==> src/rtl/ptmr_pkg.sv <==
package ptmr_pkg;
  localparam int unsigned DW = 32;
  localparam int unsigned AW = 8;

  // control bit positions (the bus layout software relies on)
  localparam int unsigned CB_EN    = 0;
  localparam int unsigned CB_RS    = 1;
  localparam int unsigned CB_LD    = 2;
  localparam int unsigned CB_IE    = 3;
  localparam int unsigned CB_IP    = 4;
  localparam int unsigned CB_CHAIN = 5;

  typedef struct packed {
    logic chain;
    logic ip;
    logic ie;
    logic rs;
    logic en;
  } tctl_t;

  function automatic logic [DW-1:0] ctl_word(input tctl_t c);
    logic [DW-1:0] w;
    w = '0;
    w[CB_EN]    = c.en;
    w[CB_RS]    = c.rs;
    w[CB_IE]    = c.ie;
    w[CB_IP]    = c.ip;
    w[CB_CHAIN] = c.chain;
    return w;
  endfunction
endpackage

==> src/rtl/ptmr_prescale.sv <==
module ptmr_prescale
  import ptmr_pkg::*;
#(
  parameter logic [DW-1:0] RST_VAL = 32'd39
) (
  input  logic          clk,
  input  logic          rst_n,
  input  logic          wr_val_i,
  input  logic          wr_rld_i,
  input  logic [DW-1:0] wdata_i,
  output logic [DW-1:0] val_o,
  output logic [DW-1:0] rld_o,
  output logic          tick_o
);
  logic [DW-1:0] val_q, rld_q;

  always_ff @(posedge clk) begin
    if (!rst_n) begin
      val_q <= RST_VAL;
      rld_q <= RST_VAL;
    end else begin
      if (wr_val_i)          val_q <= wdata_i;
      else if (val_q == '0)  val_q <= rld_q;
      else                   val_q <= val_q - 1'b1;
      if (wr_rld_i)          rld_q <= wdata_i;
    end
  end

  assign tick_o = (val_q == '0);
  assign val_o  = val_q;
  assign rld_o  = rld_q;


  presc_reload_chk: assert property (@(posedge clk) disable iff (!rst_n)
    (tick_o && !wr_val_i) |=> (val_q == $past(rld_q)));
endmodule

==> src/rtl/ptmr_chan.sv <==
module ptmr_chan
  import ptmr_pkg::*;
#(
  parameter bit CHAIN_OK = 1'b0
) (
  input  logic          clk,
  input  logic          rst_n,
  input  logic          tick_i,
  input  logic          gate_i,
  input  logic          wr_cnt_i,
  input  logic          wr_rld_i,
  input  logic          wr_ctl_i,
  input  logic          wr_lat_i,
  input  logic [DW-1:0] wdata_i,
  output logic [DW-1:0] cnt_o,
  output logic [DW-1:0] rld_o,
  output logic [DW-1:0] ctl_o,
  output logic [DW-1:0] lat_o,
  output logic          ip_o,
  output logic          irq_o
);
  logic [DW-1:0] cnt_q, rld_q, lat_q;
  tctl_t         ctl_q;
  logic          irq_q;
  logic          blocked, act, at_zero;

  generate
    if (CHAIN_OK) begin : g_chain
      assign blocked = ctl_q.chain && !gate_i;
    end else begin : g_free
      assign blocked = 1'b0;
    end
  endgenerate

  assign act     = tick_i && ctl_q.en && !blocked;
  assign at_zero = (cnt_q == '0);

  always_ff @(posedge clk) begin
    if (!rst_n) begin
      cnt_q <= '0;
      rld_q <= '0;
      lat_q <= '0;
      ctl_q <= '0;
      irq_q <= 1'b0;
    end else begin
      irq_q <= 1'b0;
      if (wr_cnt_i) begin
        cnt_q <= wdata_i;
      end else if (wr_ctl_i) begin
        ctl_q.en    <= wdata_i[CB_EN];
        ctl_q.rs    <= wdata_i[CB_RS];
        ctl_q.ie    <= wdata_i[CB_IE];
        ctl_q.chain <= wdata_i[CB_CHAIN];
        if (!wdata_i[CB_IP]) ctl_q.ip <= 1'b0;
        if (wdata_i[CB_LD])  cnt_q    <= rld_q;
      end else if (act) begin
        if (at_zero) begin
          ctl_q.ip <= 1'b1;
          irq_q    <= ctl_q.ie;
          if (ctl_q.rs) cnt_q    <= rld_q;
          else          ctl_q.en <= 1'b0;
        end else begin
          cnt_q <= cnt_q - 1'b1;
        end
      end
      if (wr_rld_i) rld_q <= wdata_i;
      if (wr_lat_i) lat_q <= cnt_q;
    end
  end

  assign cnt_o = cnt_q;
  assign rld_o = rld_q;
  assign ctl_o = ctl_word(ctl_q);
  assign lat_o = lat_q;
  assign ip_o  = ctl_q.ip;
  assign irq_o = irq_q;


  step_down_chk: assert property (@(posedge clk) disable iff (!rst_n)
    (tick_i && ctl_q.en && !blocked && !at_zero && !wr_cnt_i && !wr_ctl_i)
      |=> (cnt_q == $past(cnt_q) - 1'b1));

  oneshot_off_chk: assert property (@(posedge clk) disable iff (!rst_n)
    (act && at_zero && !ctl_q.rs && !wr_cnt_i && !wr_ctl_i) |=> !ctl_q.en);

  chain_hold_chk: assert property (@(posedge clk) disable iff (!rst_n)
    (CHAIN_OK && ctl_q.chain && !gate_i && !wr_cnt_i && !wr_ctl_i) |=> $stable(cnt_q));

  ip_clear_chk: assert property (@(posedge clk) disable iff (!rst_n)
    (wr_ctl_i && !wdata_i[CB_IP]) |=> !ctl_q.ip);

  irq_pending_chk: assert property (@(posedge clk) disable iff (!rst_n)
    irq_q |-> ctl_q.ip);
endmodule

==> src/rtl/ptmr_unit.sv <==
module ptmr_unit
  import ptmr_pkg::*;
#(
  parameter logic [DW-1:0] PRESC_RST = 32'd39,
  parameter int unsigned   IRQ_NUM   = 8
) (
  input  logic          clk,
  input  logic          rst_n,
  input  logic          bus_we,
  input  logic [AW-1:0] bus_addr,
  input  logic [DW-1:0] bus_wdata,
  output logic [DW-1:0] bus_rdata,
  output logic [1:0]    tmr_irq
);
  localparam int unsigned NT = 2;
  localparam logic [7:0]  CFG_LOW = {IRQ_NUM[4:0], NT[2:0]};

  logic [DW-1:0] pv, prl;
  logic          tick;
  logic [DW-9:0] cfg_hi_q;

  logic [DW-1:0] cnt [NT];
  logic [DW-1:0] rld [NT];
  logic [DW-1:0] ctl [NT];
  logic [DW-1:0] lat [NT];
  logic [NT-1:0] ip, irq;

  ptmr_prescale #(.RST_VAL(PRESC_RST)) u_presc (
    .clk      (clk),
    .rst_n    (rst_n),
    .wr_val_i (bus_we && bus_addr == 8'h00),
    .wr_rld_i (bus_we && bus_addr == 8'h04),
    .wdata_i  (bus_wdata),
    .val_o    (pv),
    .rld_o    (prl),
    .tick_o   (tick)
  );

  always_ff @(posedge clk) begin
    if (!rst_n)                          cfg_hi_q <= '0;
    else if (bus_we && bus_addr == 8'h08) cfg_hi_q <= bus_wdata[DW-1:8];
  end

  genvar gi;
  generate
    for (gi = 0; gi < NT; gi++) begin : g_tmr
      localparam logic [3:0] SLOT = 4'(gi + 1);
      logic sel;
      assign sel = bus_we && (bus_addr[7:4] == SLOT);
      ptmr_chan #(.CHAIN_OK(gi > 0)) u_chan (
        .clk      (clk),
        .rst_n    (rst_n),
        .tick_i   (tick),
        .gate_i   (gi > 0 ? ip[0] : 1'b1),
        .wr_cnt_i (sel && bus_addr[3:0] == 4'h0),
        .wr_rld_i (sel && bus_addr[3:0] == 4'h4),
        .wr_ctl_i (sel && bus_addr[3:0] == 4'h8),
        .wr_lat_i (sel && bus_addr[3:0] == 4'hC),
        .wdata_i  (bus_wdata),
        .cnt_o    (cnt[gi]),
        .rld_o    (rld[gi]),
        .ctl_o    (ctl[gi]),
        .lat_o    (lat[gi]),
        .ip_o     (ip[gi]),
        .irq_o    (irq[gi])
      );
    end
  endgenerate

  always_comb begin
    bus_rdata = '0;
    case (bus_addr)
      8'h00: bus_rdata = pv;
      8'h04: bus_rdata = prl;
      8'h08: bus_rdata = {cfg_hi_q, CFG_LOW};
      8'h10: bus_rdata = cnt[0];
      8'h14: bus_rdata = rld[0];
      8'h18: bus_rdata = ctl[0];
      8'h1C: bus_rdata = lat[0];
      8'h20: bus_rdata = cnt[1];
      8'h24: bus_rdata = rld[1];
      8'h28: bus_rdata = ctl[1];
      8'h2C: bus_rdata = lat[1];
      default: bus_rdata = '0;
    endcase
  end

  assign tmr_irq = irq;


  cfg_low_chk: assert property (@(posedge clk) disable iff (!rst_n)
    (bus_addr == 8'h08) |-> (bus_rdata[7:0] == 8'h42));
endmodule

==> config.mk <==
export PLATFORM = sky130hd
export DESIGN_NAME = ptmr_unit
export DESIGN_NICKNAME = d
export VERILOG_FILES = /design/src/rtl/ptmr_pkg.sv /design/src/rtl/ptmr_prescale.sv /design/src/rtl/ptmr_chan.sv /design/src/rtl/ptmr_unit.sv
export SDC_FILE = /design/constraint.sdc
export NUM_CORES = 1
export LEC_CHECK = 0
export ABC_AREA = 0
export ABC_CLOCK_PERIOD_IN_PS = 4000
export CORE_UTILIZATION = 64
export CTS_CLUSTER_DIAMETER = 50
export CTS_CLUSTER_SIZE = 14
export DETAILED_ROUTE_END_ITERATION = 8
export DONT_BUFFER_PORTS = 1
export PLACE_DENSITY_LB_ADDON = 0.08
export SLEW_MARGIN = 5
export SYNTH_ARGS = -nofsm -noshare
export SYNTH_HDL_FRONTEND = slang
export SYNTH_SLANG_ARGS = --single-unit
==> constraint.sdc <==
create_clock -name clk -period 4 [get_ports clk]
set_clock_uncertainty 0.1 [all_clocks]
set_input_delay 0.6 -clock clk [delete_from_list [all_inputs] [get_ports clk]]
set_output_delay 0.6 -clock clk [all_outputs]
set_load 0.01 [all_outputs]
==> run_results.csv <==
group,metric,value,unit
yosys,synth_enable_flop_cells,0,
critical_path,cp.required,4.33,ns
pwr,combPwrFrac,1.8,%
layout,fin_area,17100,um^2
grt,grt-ovfl-total,0,
clock_network,clock_path_buffers,3,
grt,grt_max_degree,96,
placement,post_dp_cell_area,15930,um^2
yosys,muxShareOfSynthArea,1.040,%
floorplan,num_io_pins,77,
floorplan,start_util,65.84,%
yosys,synth_top_area_cell,"dfxtp_1",
clock_network,clock_latency,0.54,ns
clock_network,cts_hold_buf,0,
yosys,syn-instance-count,2045,
timing,finalHoldViolCount,0,
timing,drv_slew,0,
routing,first_pass_iters,9,
layout,fin_nets,2018,
pwr,seqPwrFrac,46.3,%
timing,rsz0062_at_grt,"no",
timing,min_period_over_period,84.64,%
floorplan,core-area,23750,um^2
layout,drive_gt1_share,10.84,%
critical_path,cp.arrival,3.72,ns
timing,finalCriticalPeriod,3.386,ns
layout,mostFrequentLayoutCells,"nand2_1 (496), dfxtp_1 (292), a21oi_1 (245), nand3_1 (89), buf_4 (73)",
pwr,p_sw,1.496,mW
yosys,synth_nets,2094,
timing,setup_violations,0,
yosys,async_flop_share,0,%
pwr,power_frac_clock,52.0,%
clock_network,cts.root.buffer_cell,"clkbuf_16",
yosys,avgSynthCellArea,7.648,um^2
layout,diodes,0,
yosys,synth_cell_types,78,
outcome,outcome,"finished, violations left",
layout,fillCellCount,1919,
routing,vias,16720,
routing,avgRoutedWirePerCell,25.81,um
grt,track_usage,46.96,%
clock_network,cts_setup_buffers,0,
yosys,synth_xor_area_share,2.856,%
timing,max_freq,0.2954,GHz
yosys,yosysSeqAreaShare,37.38,%
pwr,power_density,368.9,nW/um^2
floorplan,die_w,158.3,um
layout,layout_commonest_cell,"nand2_1",
clock_network,cts_tree,"done",
clock_network,cts.sinks,292,
pwr,power_leakage,5.853,nW
critical_path,path_class,"reg2reg",
routing,wl,59650,um
job,drv_cap,0,
yosys,synth_compound_area_share,27.16,%
yosys,synth_top_family_by_area,"compound AO/OA/AOI/OAI gates",
clock_network,htreeDepth,2,
routing,via_per_inst,7.234,
placement,io_buffer_count,0,
grt,antenna_found_initial,2,
outcome,violations,"design-rule violations",
yosys,ys_ff_latch,292,
yosys,ys.warnings.count,0,
yosys,synthTopCellsByArea,"dfxtp_1 (37%), nand2_1 (12%), a21oi_1 (7.8%)",
clock_network,ctsResizeCount,0,
floorplan,die-area,25070,um^2
grt,first_global_vias,15040,
yosys,synth_adder_area_share,0.4800,%
yosys,yosys.area_share.simple,25.46,%
yosys,synth_top_cell_area_share,37.38,%
layout,area_delta_synth_final,9.360,%
timing,relSlewSlack,29.11,%
critical_path,critPathLaunchType,"flop",
placement,globalplace.congestion,1.011,
critical_path,critPathMaxFanout,23,
worst_hold_path,min_path_type,"in2reg",
pwr,p_int,4.813,mW
routing,drc,1,
yosys,ys.flop_type,"dfxtp_1",
clock_network,clk_pin_slew,0.06,ns
floorplan,rows,56,
routing,ant_nets,0,
grt,grt_pass1_wl,88430,um
floorplan,die_h,158.3,um
yosys,synth.cell_area,15640,um^2
critical_path,endpoint_kind,"flop",
placement,hpwl,40600,um
pwr,netSwitchingFraction,23.72,%
timing,tightest_slew,1.063,ns
routing,drt_iter0_drc,2984,
clock_network,cts-buffers-inserted,35,
timing,setup_tns,0,ns
pwr,ir_drop,0.3315,mV
path summary, 6_finish.rpt:
path	start	to	slack, ns	cells after the start
worst min-delay path	bus_wdata[25]	g_tmr[0].u_chan.rld_o[25]	0.09	2
worst max-delay path	g_tmr[0].u_chan.cnt_o[22]	g_tmr[0].u_chan.cnt_o[30]	0.61	6
worst min register to register	cfg_hi_q[14]	cfg_hi_q[14]	0.35	2
worst max register to register	g_tmr[0].u_chan.cnt_o[22]	g_tmr[0].u_chan.cnt_o[30]	0.61	6
critical path, cell delays in order (launching register included):
cell and delay (ns):
dfxtp_1 0.41, or4_4 0.60, or4_4 0.56, or3_1 0.83, nand2_8 0.36, o211ai_1 0.14, a32o_1 0.27
state kept, by name, indices dropped and copies added, names as in the netlist:
register            flops
g_tmr.u_chan.cnt_o     64
g_tmr.u_chan.lat_o     64
g_tmr.u_chan.rld_o     64
u_presc.rld_o          32
u_presc.val_o          32
cfg_hi_q               24
g_tmr.u_chan.ctl_o      8
g_tmr.u_chan.ip_o       2
g_tmr.u_chan.irq_o      2
layer usage:
layer  wire, um  vias to the layer above  global-route usage, %  part of all wire, %
met3       9966                      187                  17.86                   17
li1           -                     7340                      -                    -
met1      22560                     7871                  62.99                   38
met2      25070                     1318                  69.51                   42
met4       2026                        2                  14.15                  3.4
met5         17                        -                      0                0.028
final cells by class:
type | count | area (um^2) | share of cell area [%]
multi-input cells | 1548 | 8995 | 52.59
well taps | 319 | 399.1 | 2.334
repair buffers | 77 | 628.1 | 3.672
clock buffers | 39 | 942.2 | 5.508
inverters | 15 | 61.31 | 0.3584
clock inverters | 21 | 232.7 | 1.361
flip-flops and latches | 292 | 5846 | 34.18
stage by stage:
| stage | hold slack, ns | cells | setup slack (ns) | power (mW) | utilization, % |
|---|---|---|---|---|---|
| CTS | 0.05364 | 2311 | 0.6514 | 6.277 | 72.01 |
| floorplan | 0.3223 | 2045 | 0.7070 | 3.074 | - |
| finish | 0.08995 | 2311 | 0.6142 | 6.309 | 72.01 |
| global placement | 0.3413 | 2251 | 0.5618 | 3.087 | 67.06 |
| detailed placement | 0.3462 | 2251 | 0.5473 | 3.090 | 67.06 |
| global route | 0.09474 | 2311 | 0.4572 | 6.406 | 72.01 |
cell families (layout without fill, tap and decap cells):
group	count (synthesis)	after routing
adders and majority gates	6	6
and+or+nand+nor	868	868
buffers and inverters	205	152
xor gates and xnor gates	51	51
muxes	16	16
DFF	292	292
AOI/OAI and AO/OA	607	607
cell usage after synthesis (9+ instances only):
master	number
a31oi_1	21
nand4_1	25
xnor2_1	27
a22oi_1	34
nand3_1	89
nor3_1	48
or3_1	21
a22o_1	20
o211ai_1	34
a221o_1	11
or2_2	9
or4_1	16
o31ai_1	9
inv_1	15
a32o_1	9
mux2i_1	14
a221oi_1	20
dfxtp_1	292
a211oi_1	9
nor2_1	72
o311a_1	12
nor4_1	35
a311oi_2	13
xor2_1	24
nand2_1	496
o21ai_0	64
a222oi_1	37
a21oi_1	245
o221ai_1	10
nand2b_1	11
buf_6	9
clkbuf_1	157
power by group through the flow:
stage / Combinational (mW) / Clock [mW] / Sequential [mW]
after floorplan: 0.0934 / 0 / 2.98
after global placement: 0.104 / 0 / 2.98
after detailed placement: 0.106 / 0 / 2.98
after CTS: 0.106 / 3.25 / 2.92
after global routing: 0.115 / 3.37 / 2.92
final: 0.111 / 3.28 / 2.92
Power figures use the tool's default switching activity.
